===== src/rtl/iso_flush_pkg.sv =====
package iso_flush_pkg;

  typedef struct packed {
    logic bnd;    // any frame boundary
    logic synth;  // boundary made by the interpolation timer
  } frame_evt_t;

  // Last phase index of a window of 2^sel frames.
  function automatic logic [31:0] win_mask(input logic [7:0] sel);
    return (32'd1 << sel) - 32'd1;
  endfunction

  // Flush decision at a boundary.
  function automatic logic flush_due(input logic en, input logic at_end,
                                     input logic has_data, input logic served);
    return en & at_end & has_data & ~served;
  endfunction

endpackage


===== src/rtl/iso_frame_timer.sv =====
module iso_frame_timer
  import iso_flush_pkg::*;
#(
  parameter int FRAME_CYC = 48000,
  parameter int SLACK     = 64
) (
  input  logic       clk,
  input  logic       rst_n,
  input  logic       sof_ok,
  input  logic       sof_bad,
  output frame_evt_t evt
);
  localparam int LIM = FRAME_CYC + SLACK;
  localparam int CW  = $clog2(LIM + 1);

  logic [CW-1:0] cnt;
  logic          synth;

  assign synth     = ~sof_ok & (cnt == CW'(LIM - 1));
  assign evt.synth = synth;
  assign evt.bnd   = sof_ok | synth;

  always_ff @(posedge clk or negedge rst_n) begin
    if (!rst_n)       cnt <= '0;
    else if (evt.bnd) cnt <= '0;
    else              cnt <= cnt + 1'b1;
  end

  // the gap counter never passes the interpolation limit
  p_gap_limit_r8: assert property (@(posedge clk) disable iff (!rst_n)
    cnt <= CW'(LIM - 1));

  // a real SOF restarts the gap, so no synthetic boundary follows at once
  p_no_synth_after_sof_r8: assert property (@(posedge clk) disable iff (!rst_n)
    $past(sof_ok) |-> !evt.synth);

  // a damaged SOF alone does not make a boundary before the limit
  p_bad_sof_ignored_r8: assert property (@(posedge clk) disable iff (!rst_n)
    (sof_bad && !sof_ok && cnt < CW'(LIM - 1)) |-> !evt.bnd);

endmodule


===== src/rtl/iso_window_tracker.sv =====
module iso_window_tracker
  import iso_flush_pkg::*;
#(
  parameter int SEL_W = 3,
  parameter int PH_W  = 7
) (
  input  logic             clk,
  input  logic             rst_n,
  input  logic             bnd,
  input  logic             clear,
  input  logic             in_tok,
  input  logic             tok_err,
  input  logic [SEL_W-1:0] sel,
  output logic [PH_W-1:0]  phase,
  output logic             at_end,
  output logic             served_now
);
  logic [PH_W-1:0] mask;
  logic            served;
  logic            good_tok;

  assign mask       = PH_W'(win_mask(8'(sel)));
  assign at_end     = (phase >= mask);
  assign good_tok   = in_tok & ~tok_err & at_end;
  assign served_now = served | good_tok;

  always_ff @(posedge clk or negedge rst_n) begin
    if (!rst_n) begin
      phase  <= '0;
      served <= 1'b0;
    end else if (clear) begin
      phase  <= '0;
      served <= 1'b0;
    end else if (bnd) begin
      phase  <= at_end ? '0 : phase + 1'b1;
      served <= 1'b0;
    end else begin
      served <= served_now;
    end
  end

  // a clear leaves phase at zero with no credit
  p_clear_zero_r10: assert property (@(posedge clk) disable iff (!rst_n)
    $past(clear) |-> (phase == '0 && !served));

  // phase steps by one at a boundary inside the window
  p_phase_step_r9: assert property (@(posedge clk) disable iff (!rst_n)
    $past(bnd && !clear && !at_end) |-> phase == $past(phase) + 1'b1);

  // phase holds between boundaries
  p_phase_hold_r9: assert property (@(posedge clk) disable iff (!rst_n)
    $past(!bnd && !clear) |-> $stable(phase));

  // an errored token gives no credit
  p_err_no_credit_r5: assert property (@(posedge clk) disable iff (!rst_n)
    (in_tok && tok_err && !served && !bnd && !clear) |=> !served);

  // a token outside the expected frame gives no credit
  p_early_no_credit_r6: assert property (@(posedge clk) disable iff (!rst_n)
    (in_tok && !at_end && !served && !bnd && !clear) |=> !served);

endmodule


===== src/rtl/iso_flush_gen.sv =====
module iso_flush_gen
  import iso_flush_pkg::*;
(
  input  logic clk,
  input  logic rst_n,
  input  logic bnd,
  input  logic clear,
  input  logic flush_en,
  input  logic at_end,
  input  logic has_data,
  input  logic served_now,
  output logic fifo_clr
);
  always_ff @(posedge clk or negedge rst_n) begin
    if (!rst_n) fifo_clr <= 1'b0;
    else        fifo_clr <= bnd & ~clear & flush_due(flush_en, at_end, has_data, served_now);
  end

  // the clear request is a single-cycle pulse
  p_single_pulse_r11: assert property (@(posedge clk) disable iff (!rst_n)
    fifo_clr |=> !fifo_clr);

  // nothing is flushed while flushing is disabled
  p_disabled_r2: assert property (@(posedge clk) disable iff (!rst_n)
    !$past(flush_en) |-> !fifo_clr);

  // a flush follows a boundary only
  p_on_boundary_r3: assert property (@(posedge clk) disable iff (!rst_n)
    fifo_clr |-> $past(bnd));

  // an empty buffer is never flushed
  p_empty_r7: assert property (@(posedge clk) disable iff (!rst_n)
    fifo_clr |-> $past(has_data));

  // a credited expected frame is not flushed
  p_served_r4: assert property (@(posedge clk) disable iff (!rst_n)
    $past(bnd && served_now) |-> !fifo_clr);

  // a clear in the boundary cycle suppresses the flush
  p_clear_blocks_r10: assert property (@(posedge clk) disable iff (!rst_n)
    $past(clear) |-> !fifo_clr);

endmodule


===== src/rtl/iso_in_flush_ctrl.sv =====
module iso_in_flush_ctrl
  import iso_flush_pkg::*;
#(
  parameter int FRAME_CYC = 48000,
  parameter int SLACK     = 64,
  parameter int SEL_W     = 3,
  localparam int PH_W     = (1 << SEL_W) - 1
) (
  input  logic             clk,
  input  logic             rst_n,
  input  logic             sof_ok,
  input  logic             sof_bad,
  input  logic             in_tok,
  input  logic             tok_err,
  input  logic             fifo_has_data,
  input  logic [SEL_W-1:0] intv_sel,
  input  logic             flush_en,
  input  logic             clr_req,
  input  logic             bus_rst,
  output logic             fifo_clr,
  output logic [PH_W-1:0]  phase
);
  frame_evt_t evt;
  logic       clear;
  logic       at_end;
  logic       served_now;

  assign clear = clr_req | bus_rst;

  iso_frame_timer #(.FRAME_CYC(FRAME_CYC), .SLACK(SLACK)) u_timer (
    .clk     (clk),
    .rst_n   (rst_n),
    .sof_ok  (sof_ok),
    .sof_bad (sof_bad),
    .evt     (evt)
  );

  iso_window_tracker #(.SEL_W(SEL_W), .PH_W(PH_W)) u_window (
    .clk        (clk),
    .rst_n      (rst_n),
    .bnd        (evt.bnd),
    .clear      (clear),
    .in_tok     (in_tok),
    .tok_err    (tok_err),
    .sel        (intv_sel),
    .phase      (phase),
    .at_end     (at_end),
    .served_now (served_now)
  );

  iso_flush_gen u_flush (
    .clk        (clk),
    .rst_n      (rst_n),
    .bnd        (evt.bnd),
    .clear      (clear),
    .flush_en   (flush_en),
    .at_end     (at_end),
    .has_data   (fifo_has_data),
    .served_now (served_now),
    .fifo_clr   (fifo_clr)
  );

  // outputs stay quiet in reset
  p_reset_quiet_r1: assert property (@(posedge clk)
    !rst_n |-> (!fifo_clr && phase == '0));

endmodule


===== config.mk =====
export PLATFORM = sky130hd
export DESIGN_NAME = iso_in_flush_ctrl
export DESIGN_NICKNAME = d
export VERILOG_FILES = /design/src/rtl/iso_flush_pkg.sv /design/src/rtl/iso_frame_timer.sv /design/src/rtl/iso_window_tracker.sv /design/src/rtl/iso_flush_gen.sv /design/src/rtl/iso_in_flush_ctrl.sv
export SDC_FILE = /design/constraint.sdc
export NUM_CORES = 1
export LEC_CHECK = 0
export BUFFER_PORTS_ARGS = -buffer_cell sky130_fd_sc_hd__buf_2
export CELL_PAD_IN_SITES_DETAIL_PLACEMENT = 0
export CELL_PAD_IN_SITES_GLOBAL_PLACEMENT = 1
export CORE_UTILIZATION = 39
export DETAILED_ROUTE_END_ITERATION = 12
export PLACE_DENSITY_LB_ADDON = 0.1
export SYNTH_ARGS = -nofsm -noshare
export SYNTH_HDL_FRONTEND = slang
export SYNTH_SLANG_ARGS = --single-unit

===== constraint.sdc =====
create_clock -name clk -period 2 [get_ports clk]
set_input_delay 0.4 -clock clk [delete_from_list [all_inputs] [get_ports clk]]
set_output_delay 0.4 -clock clk [all_outputs]
set_load 0.005 [all_outputs]

=== Word level (Yosys, flattened, before mapping) ===
Index checks and enable logic that the tools add are counted.

* Bits in registers: 25
* Input port bits: 13
* Word-level logic and storage cells: 32

* $add $sub $neg: 3
* Order comparisons: 1
* Equal/unequal tests: 1
* Shifts and indexed selects: 1
* Multiplexer cells: 6
* Bitwise logic cells: 15
* Reductions and logical operators: 1

{| class="wikitable"
|+ Operator list
! kind !! count
|-
| $mux W7 || 3
|-
| $add A16 B1 Y16 const B || 1
|-
| $eq A16 B16 Y1 const B || 1
|-
| $mux W16 || 1
|-
| $and A1 B1 Y1 || 8
|-
| $add A7 B1 Y7 const B || 1
|-
| $ge A7 B7 Y1 || 1
|-
| $shl A1 B3 Y7 const A || 1
|-
| $sub A7 B1 Y7 const B || 1
|-
| $not A1 Y1 || 4
|-
| $or A1 B1 Y1 || 3
|-
| $mux W1 || 2
|-
| $reduce_bool A2 Y1 || 1
|}

=== Logic depth before layout (Yosys ltp) ===
Gate-level depths: netlist of the first run.

* Depth in word-level cells: 8
* Depth in mapped cells: 8

=== Modules after synthesis ===
A second synthesis of the first run with hierarchy kept.

* Cell total of the unflattened synthesis: 151
* Area, all modules: 1,498.9 um2

{| class="wikitable"
|+ By module, submodules not included
! module !! times used !! cells each !! area each (um2) !! seq. area each (um2)
|-
| iso_frame_timer || 1 || 84 || 827.0 || 400.4
|-
| iso_window_tracker || 1 || 63 || 619.3 || 200.2
|-
| iso_flush_gen || 1 || 3 || 46.3 || 25.0
|-
| iso_in_flush_ctrl || 1 || 1 || 6.3 || 0.0
|}

=== Worst setup path before layout of the first run ===
Ideal clock, no wire load.

* Path kind: input to register
* Start point: in intv_sel[0]
* End point: reg u_window.phase[4]
* Setup time: 0.082 ns
* Arrival time: 2.149 ns
* Required time: 1.918 ns
* Setup slack: -0.231 ns
* Stages: 8
* Path buffers: 1
* Path through: or3_1 > ha_1 > nand2b_4 > a211o_1 > a211oi_2 > buf_6 > nand3_1 > a31oi_1

* Word-level cells in the longest chain between the ends: 6

{| class="wikitable"
|+ Ends and longest elaborated chain
! element !! RTL line !! RTL
|-
| from (decl) || iso_in_flush_ctrl.sv:16 || <nowiki>input logic [SEL_W-1:0] intv_sel,</nowiki>
|-
| $shl A1 B3 Y7 || iso_flush_pkg.sv:10 || <nowiki>return (32'd1 << sel) - 32'd1;</nowiki>
|-
| $sub A7 B1 Y7 || iso_flush_pkg.sv:10 ||
|-
| $ge A7 B7 Y1 || iso_window_tracker.sv:23 || <nowiki>assign at_end = (phase >= mask);</nowiki>
|-
| $mux W7 || iso_window_tracker.sv:35 || <nowiki>phase <= at_end ? '0 : phase + 1'b1;</nowiki>
|-
| $mux W7 || iso_window_tracker.sv:34 || <nowiki>end else if (bnd) begin</nowiki>
|-
| $mux W7 || iso_window_tracker.sv:31 || <nowiki>end else if (clear) begin</nowiki>
|-
| to (signal assigned) || iso_window_tracker.sv:35 ||
|-
| to (decl) || iso_window_tracker.sv:14 || <nowiki>output logic [PH_W-1:0] phase,</nowiki>
|}

No other way between the ends. The select of a mux whose other input is x is not followed.
A chain may end at the register's enable or synchronous reset.

=== Worst setup path after layout of the first run ===
* Start point: in intv_sel[0]
* End point: reg u_window.served

* Word-level cells in the longest chain between the ends: 7

{| class="wikitable"
|+ Ends and longest elaborated chain
! element !! RTL line !! RTL
|-
| $shl A1 B3 Y7 || iso_flush_pkg.sv:10 ||
|-
| $sub A7 B1 Y7 || iso_flush_pkg.sv:10 ||
|-
| $ge A7 B7 Y1 || iso_window_tracker.sv:23 ||
|-
| $and A1 B1 Y1 || iso_window_tracker.sv:24 || <nowiki>assign good_tok = in_tok & ~tok_err & at_end;</nowiki>
|-
| $or A1 B1 Y1 || iso_window_tracker.sv:25 || <nowiki>assign served_now = served | good_tok;</nowiki>
|-
| $mux W1 || iso_window_tracker.sv:34 ||
|-
| $mux W1 || iso_window_tracker.sv:31 ||
|-
| to (signal assigned) || iso_window_tracker.sv:38 || <nowiki>served <= served_now;</nowiki>
|-
| to (decl) || iso_window_tracker.sv:19 || <nowiki>logic served;</nowiki>
|}

No other way between the ends.

==> flow_summary.yaml, run 1 <==
run_status:
  status: "completed"
clock_network:
  cts.sinks: 25
  numCtsBuffers: 3
  cts_buffer_depth: 2
  clk_latency_ps: 270
  cts_setup_buffers: 0
  clk_pin_slew_ps: 90
  cts_tree: "done"
  root_buffer: "clkbuf_8"
  hold_buffers: 0
  htreeDepth: 1
yosys:
  syn_nets: 180
  synth-seq-area-share_pct: 42.23
  syn_inst: 158
  synthesis.area_mm2: 0.001481
  yosysTopAreaCell: "dfrtp_1"
  synth_warnings: 0
  yosys_register_bits: 25
  synth_top_area_share_pct: 42.23
  yosys.cell_count.top_type: "dfrtp_1"
  synth_edf_count: 0
  synth_cell_types: 39
  ys.flop_type: "dfrtp_1"
  netlist_top_cells_count: "dfrtp_1 (25), nor2_1 (24), nand3_1 (20)"
  synthArstFlopShare_pct: 100.0
  ys_top_cells_by_area: "dfrtp_1 (42%), ha_1 (7.6%), nand3_1 (6.8%)"
  avgSynthCellArea_um2: 9.376
floorplanning:
  rows: 22
  initial_core_util_pct: 40.46
  fp.dieH_um: 63.63
  dieArea_mm2: 0.004049
  pin_count: 21
  fp.dieW_um: 63.63
  core-area_mm2: 0.003661
layout:
  drive_gt1_share_pct: 24.06
  fillers: 357
  antennaDiodeCount: 0
  syn_to_final_growth_pct: 17.99
  layout.nets: 210
  fin_area_mm2: 0.001748
timing:
  tightest_slew_ps: 565.1
  hold_violations: 0
  min_period_ps: 1997
  slew_viol_final: 0
  period_share_pct: 99.86
  finClkSkew_ps: 7.073
  tns_ps: 0
  maxSlewHeadroom_pct: 62.33
  finalSetupViolCount: 0
  rsz0062_at_grt: "true"
  fmaxAchievable_ghz: 0.5007
global_route:
  grt_max_degree: 26
  grt_pass1_wl_um: 5602
  grt-ovfl-total: 0
  first_global_vias: 1258
  grt_usage_pct: 18.09
  antenna_found_initial: 0
routing:
  route.detailed.drc: 0
  dr.pass1.iters: 4
  viasPerCell: 5.277
  ant_nets: 0
  wl_um: 3135
  routedWlPerCell_um: 13.34
  vias: 1240
  dr.first_iter.drc_count: 40
critical_path:
  crit_fanout: 13
  required_ps: 2170
  crit_start: "intv_sel[0]"
  reg2reg_from: "u_window.phase[0]"
  critPathCaptureType: "flop"
  crit_type: "in -> reg"
  start_kind: "primary input"
  r2r_cells: 8
  r2r-end: "u_window.served"
  crit_arrival_ps: 2170
  worst-r2r-setup-slack_ps: 180
placed_design:
  hpwlAfterDp_um: 2387
  place_area_mm2: 0.001687
  io_buffers: 19
  place_congestion: 0.7813
run:
  cap_violations: 0
pwr:
  irDropWorstVdd_mv: 0.3084
  power.density_mw_per_mm2: 522.6
  p_leak_uw: 0.0008063
hold_path:
  hold_path_class: "in -> async"
-- area by class of cell --
type,instances,area (µm²),share of cell area [%]
multi-input cells,124,814.5,46.60
flip-flops and latches,25,625.6,35.79
repair buffers,30,187.7,10.74
well taps,48,60.06,3.436
clock buffers,4,45.04,2.577
inverters,4,15.01,0.8590
-- critical path, stage by stage --
cell and delay, ps:
buf_6 90, or3_1 370, ha_1 280, nand2b_4 130
a211o_1 260, a211oi_2 200, buf_6 180, nor3b_1 60
o211a_1 200
-- state kept, by name, indices dropped and copies added, names as in the netlist --
name / cells
u_timer.cnt: 16
u_flush.fifo_clr: 1
u_window.served: 1
u_window.phase: 7
-- power breakdown --
group          total [µW]  internal [µW]  switching, µW
Clock                 308            143            165
Combinational        88.7           38.4           50.3
Sequential            517            511           5.98
Total                 913            692            221
-- per-layer routing --
layer  GRT usage, %  vias to the layer above  wire length, µm
met4          4.830                        0               18
met5              0                        -                0
met2          34.71                       13             1714
met3          4.529                        2               84
met1          19.17                      608             1317
li1               -                      617                -
-- cell families after synthesis --
kind of cell / synth area share (%)
xor gates and xnor gates: 8.277
buffers and inverters: 3.209
and+or+nand+nor: 29.90
adders and majority gates: 7.601
DFF: 42.23
AOI/OAI and AO/OA: 8.784
-- cells in the final DEF, fill, tap and decap left out, drive strengths merged, types with 3 or more instances in the layout --
master,Yosys,final
a21oi,3,3
a31oi,4,4
and3,4,4
buf,4,30
clkbuf,1,4
dfrtp,25,25
ha,9,9
inv,4,4
nand2,13,13
nand3,21,21
nand4,5,5
nor2,25,25
nor4,3,3
or2,3,3
xnor2,6,6
xor2,8,8
-- repair_timing --
action	4_1_cts	5_1_grt
pin swaps	1	0
gates resized for setup	1	3
endpoints found under the setup margin	7	19
-- metrics by stage --
step | total power, µW | cells | utilization, % | setup slack (ps) | hold WS, ps
after floorplan | 571.2 | 158 | - | -153.6 | 104.4
after global placement | 612.7 | 231 | 46.07 | -306.6 | 426.0
after detailed placement | 616.0 | 231 | 46.07 | -336.7 | 431.7
after CTS | 926.8 | 235 | 47.40 | -24.28 | 132.2
after global routing | 966.5 | 235 | 47.74 | -91.27 | 149.8
final | 913.5 | 235 | 47.74 | 2.774 | 110.9
-- worst max path at each step --
stage,endpoint,slack (ps),cells past startpoint
2_1_floorplan,u_window.phase[5],-150,8
3_3_place_gp,u_window.served,-310,9
3_5_place_dp,u_window.served,-340,9
4_1_cts,u_window.served,-20,9
5_1_grt,u_window.phase[4],-90,9
6_report,u_window.served,3,9
No activity file was read; power rests on OpenSTA's default activity.
==> run 2, diff against run 1 <==
--- a/config.mk
+++ b/config.mk
@@ -5,11 +5,11 @@
 export SDC_FILE = /design/constraint.sdc
 export NUM_CORES = 1
 export LEC_CHECK = 0
-export BUFFER_PORTS_ARGS = -buffer_cell sky130_fd_sc_hd__buf_2
 export CELL_PAD_IN_SITES_DETAIL_PLACEMENT = 0
 export CELL_PAD_IN_SITES_GLOBAL_PLACEMENT = 1
-export CORE_UTILIZATION = 39
+export CORE_UTILIZATION = 43
 export DETAILED_ROUTE_END_ITERATION = 12
+export DONT_BUFFER_PORTS = 1
 export PLACE_DENSITY_LB_ADDON = 0.1
 export SYNTH_ARGS = -nofsm -noshare
 export SYNTH_HDL_FRONTEND = slang
==> flow_summary.yaml, run 2 (synthesized netlist as in run 1, its figures left out) <==
critical_path:
  crit_arrival_ps: 2130
  r2r_cells: 8
  required_ps: 2210
  critPathCaptureType: "flop"
  crit_type: "in -> reg"
  crit_fanout: 4
  start_kind: "primary input"
routing:
  dr.first_iter.drc_count: 46
  wl_um: 2972
  routedWlPerCell_um: 13.89
  route.detailed.drc: 0
  ant_nets: 0
  viasPerCell: 5.336
  vias: 1142
  dr.pass1.iters: 4
floorplanning:
  fp.dieH_um: 60.70
  dieArea_mm2: 0.003684
  core-area_mm2: 0.003153
  pin_count: 21
  fp.dieW_um: 60.70
  rows: 20
  initial_core_util_pct: 46.98
timing:
  whs_ps: 132.1
  maxSlewHeadroom_pct: 63.36
  tightest_slew_ps: 549.7
  rsz0062_at_grt: "true"
  slew_viol_final: 0
  fmaxAchievable_ghz: 0.5222
  finalSetupViolCount: 0
  finClkSkew_ps: 1.788
  period_share_pct: 95.75
  min_period_ps: 1915
  hold_violations: 0
global_route:
  first_global_vias: 1189
  grt-ovfl-total: 0
  antenna_found_initial: 0
  grt_usage_pct: 19.57
  grt_pass1_wl_um: 5292
  grt_max_degree: 26
hold_path:
  whs_path_depth: 1
  hold_path_class: "in -> reg"
clock_network:
  root_buffer: "clkbuf_4"
  cts_setup_buffers: 0
  numCtsBuffers: 3
  clk_pin_slew_ps: 130
  clk_latency_ps: 310
  htreeDepth: 1
  cts.sinks: 25
  cts_buffer_depth: 2
  cts_tree: "done"
layout:
  layout_top_registers: "u_timer.cnt x16, u_window.phase x7"
  drive_gt1_share_pct: 15.29
  syn_to_final_growth_pct: 11.57
  utilization_pct: 52.42
  mostFrequentLayoutCells: "dfrtp_1 (25), nor2_1 (24), nand3_1 (20), nand2_1 (13), buf_4 (10)"
  layout_commonest_cell: "dfrtp_1"
  antennaDiodeCount: 0
  layout.nets: 193
  largest_register_ff_count: 16
  largest-register: "u_timer.cnt"
placed_design:
  hpwlAfterDp_um: 2229
  place_congestion: 0.8390
  io_buffers: 0
run_status:
  status: "completed"
pwr:
  power.density_mw_per_mm2: 494.8
  irDropWorstVdd_mv: 0.1885
  p_leak_uw: 0.0007219
run:
  cap_violations: 0
[run 2: cell count changes in the layout (fill, tap and decap cells not counted), moves of 2 or more]
cell	previous run	this run
clkbuf_4	0	3
buf_2	18	1
buf_6	2	0
clkbuf_8	3	0
[run 2: worst max-delay path, stage by stage]
cell      delay [ps]
or3_1            360
ha_1             270
nand2b_4         130
a211o_1          290
a211oi_4         260
buf_4            170
nor3b_1           50
o211a_1          200
[run 2: report_power, final]
part / total [µW] / switching, µW / internal, µW
Clock: 223 / 146 / 77.8
Combinational: 76.3 / 43.9 / 32.5
Sequential: 518 / 6.30 / 512
[run 2: metrics by stage]
step                power, µW  TNS (ps)  instances  area, µm²  setup WS [ps]
floorplan               571.2     -1004        158       1481         -153.6
global placement        583.7     -1378        207       1579         -188.7
detailed placement      586.7     -1582        207       1579         -221.6
CTS                     830.8         0        213       1635          111.2
global route            870.5    -96.94        214       1653         -29.35
finish                  817.8         0        214       1653          84.93
[run 2: repair_timing]
item,4_1_cts,5_1_grt
resized for setup,0,3
endpoints found under the hold margin,25,0
endpoints found under the setup margin,0,4
hold buffers,2,0
[run 2: worst paths after layout]
path                                   start  slack [ps]                end
max in group asynchronous              rst_n        1350  u_window.phase[3]
hold reg to reg               u_timer.cnt[0]         520     u_timer.cnt[0]
min in group asynchronous              rst_n         500    u_timer.cnt[11]
setup reg to reg           u_window.phase[0]          80    u_window.served
hold / removal                        sof_ok         130     u_timer.cnt[4]
setup / recovery                 intv_sel[0]          80    u_window.served
[run 2: area by class of cell]
type | count | area, µm²
Multi-Input combinational cell | 124 | 820.8
Sequential cell | 25 | 625.6
Timing Repair Buffer | 13 | 110.1
Tap cell | 44 | 55.05
Inverter | 4 | 15.01
Clock buffer | 4 | 26.28
Fill cell | 315 | 1500
[run 2: routing by layer]
layer,global-route usage (%),wire length [µm],up-vias
met3,3.412,76,2
met1,26.39,1512,547
li1,-,-,583
met5,0,0,-
met4,5.844,19,0
met2,32.18,1364,10
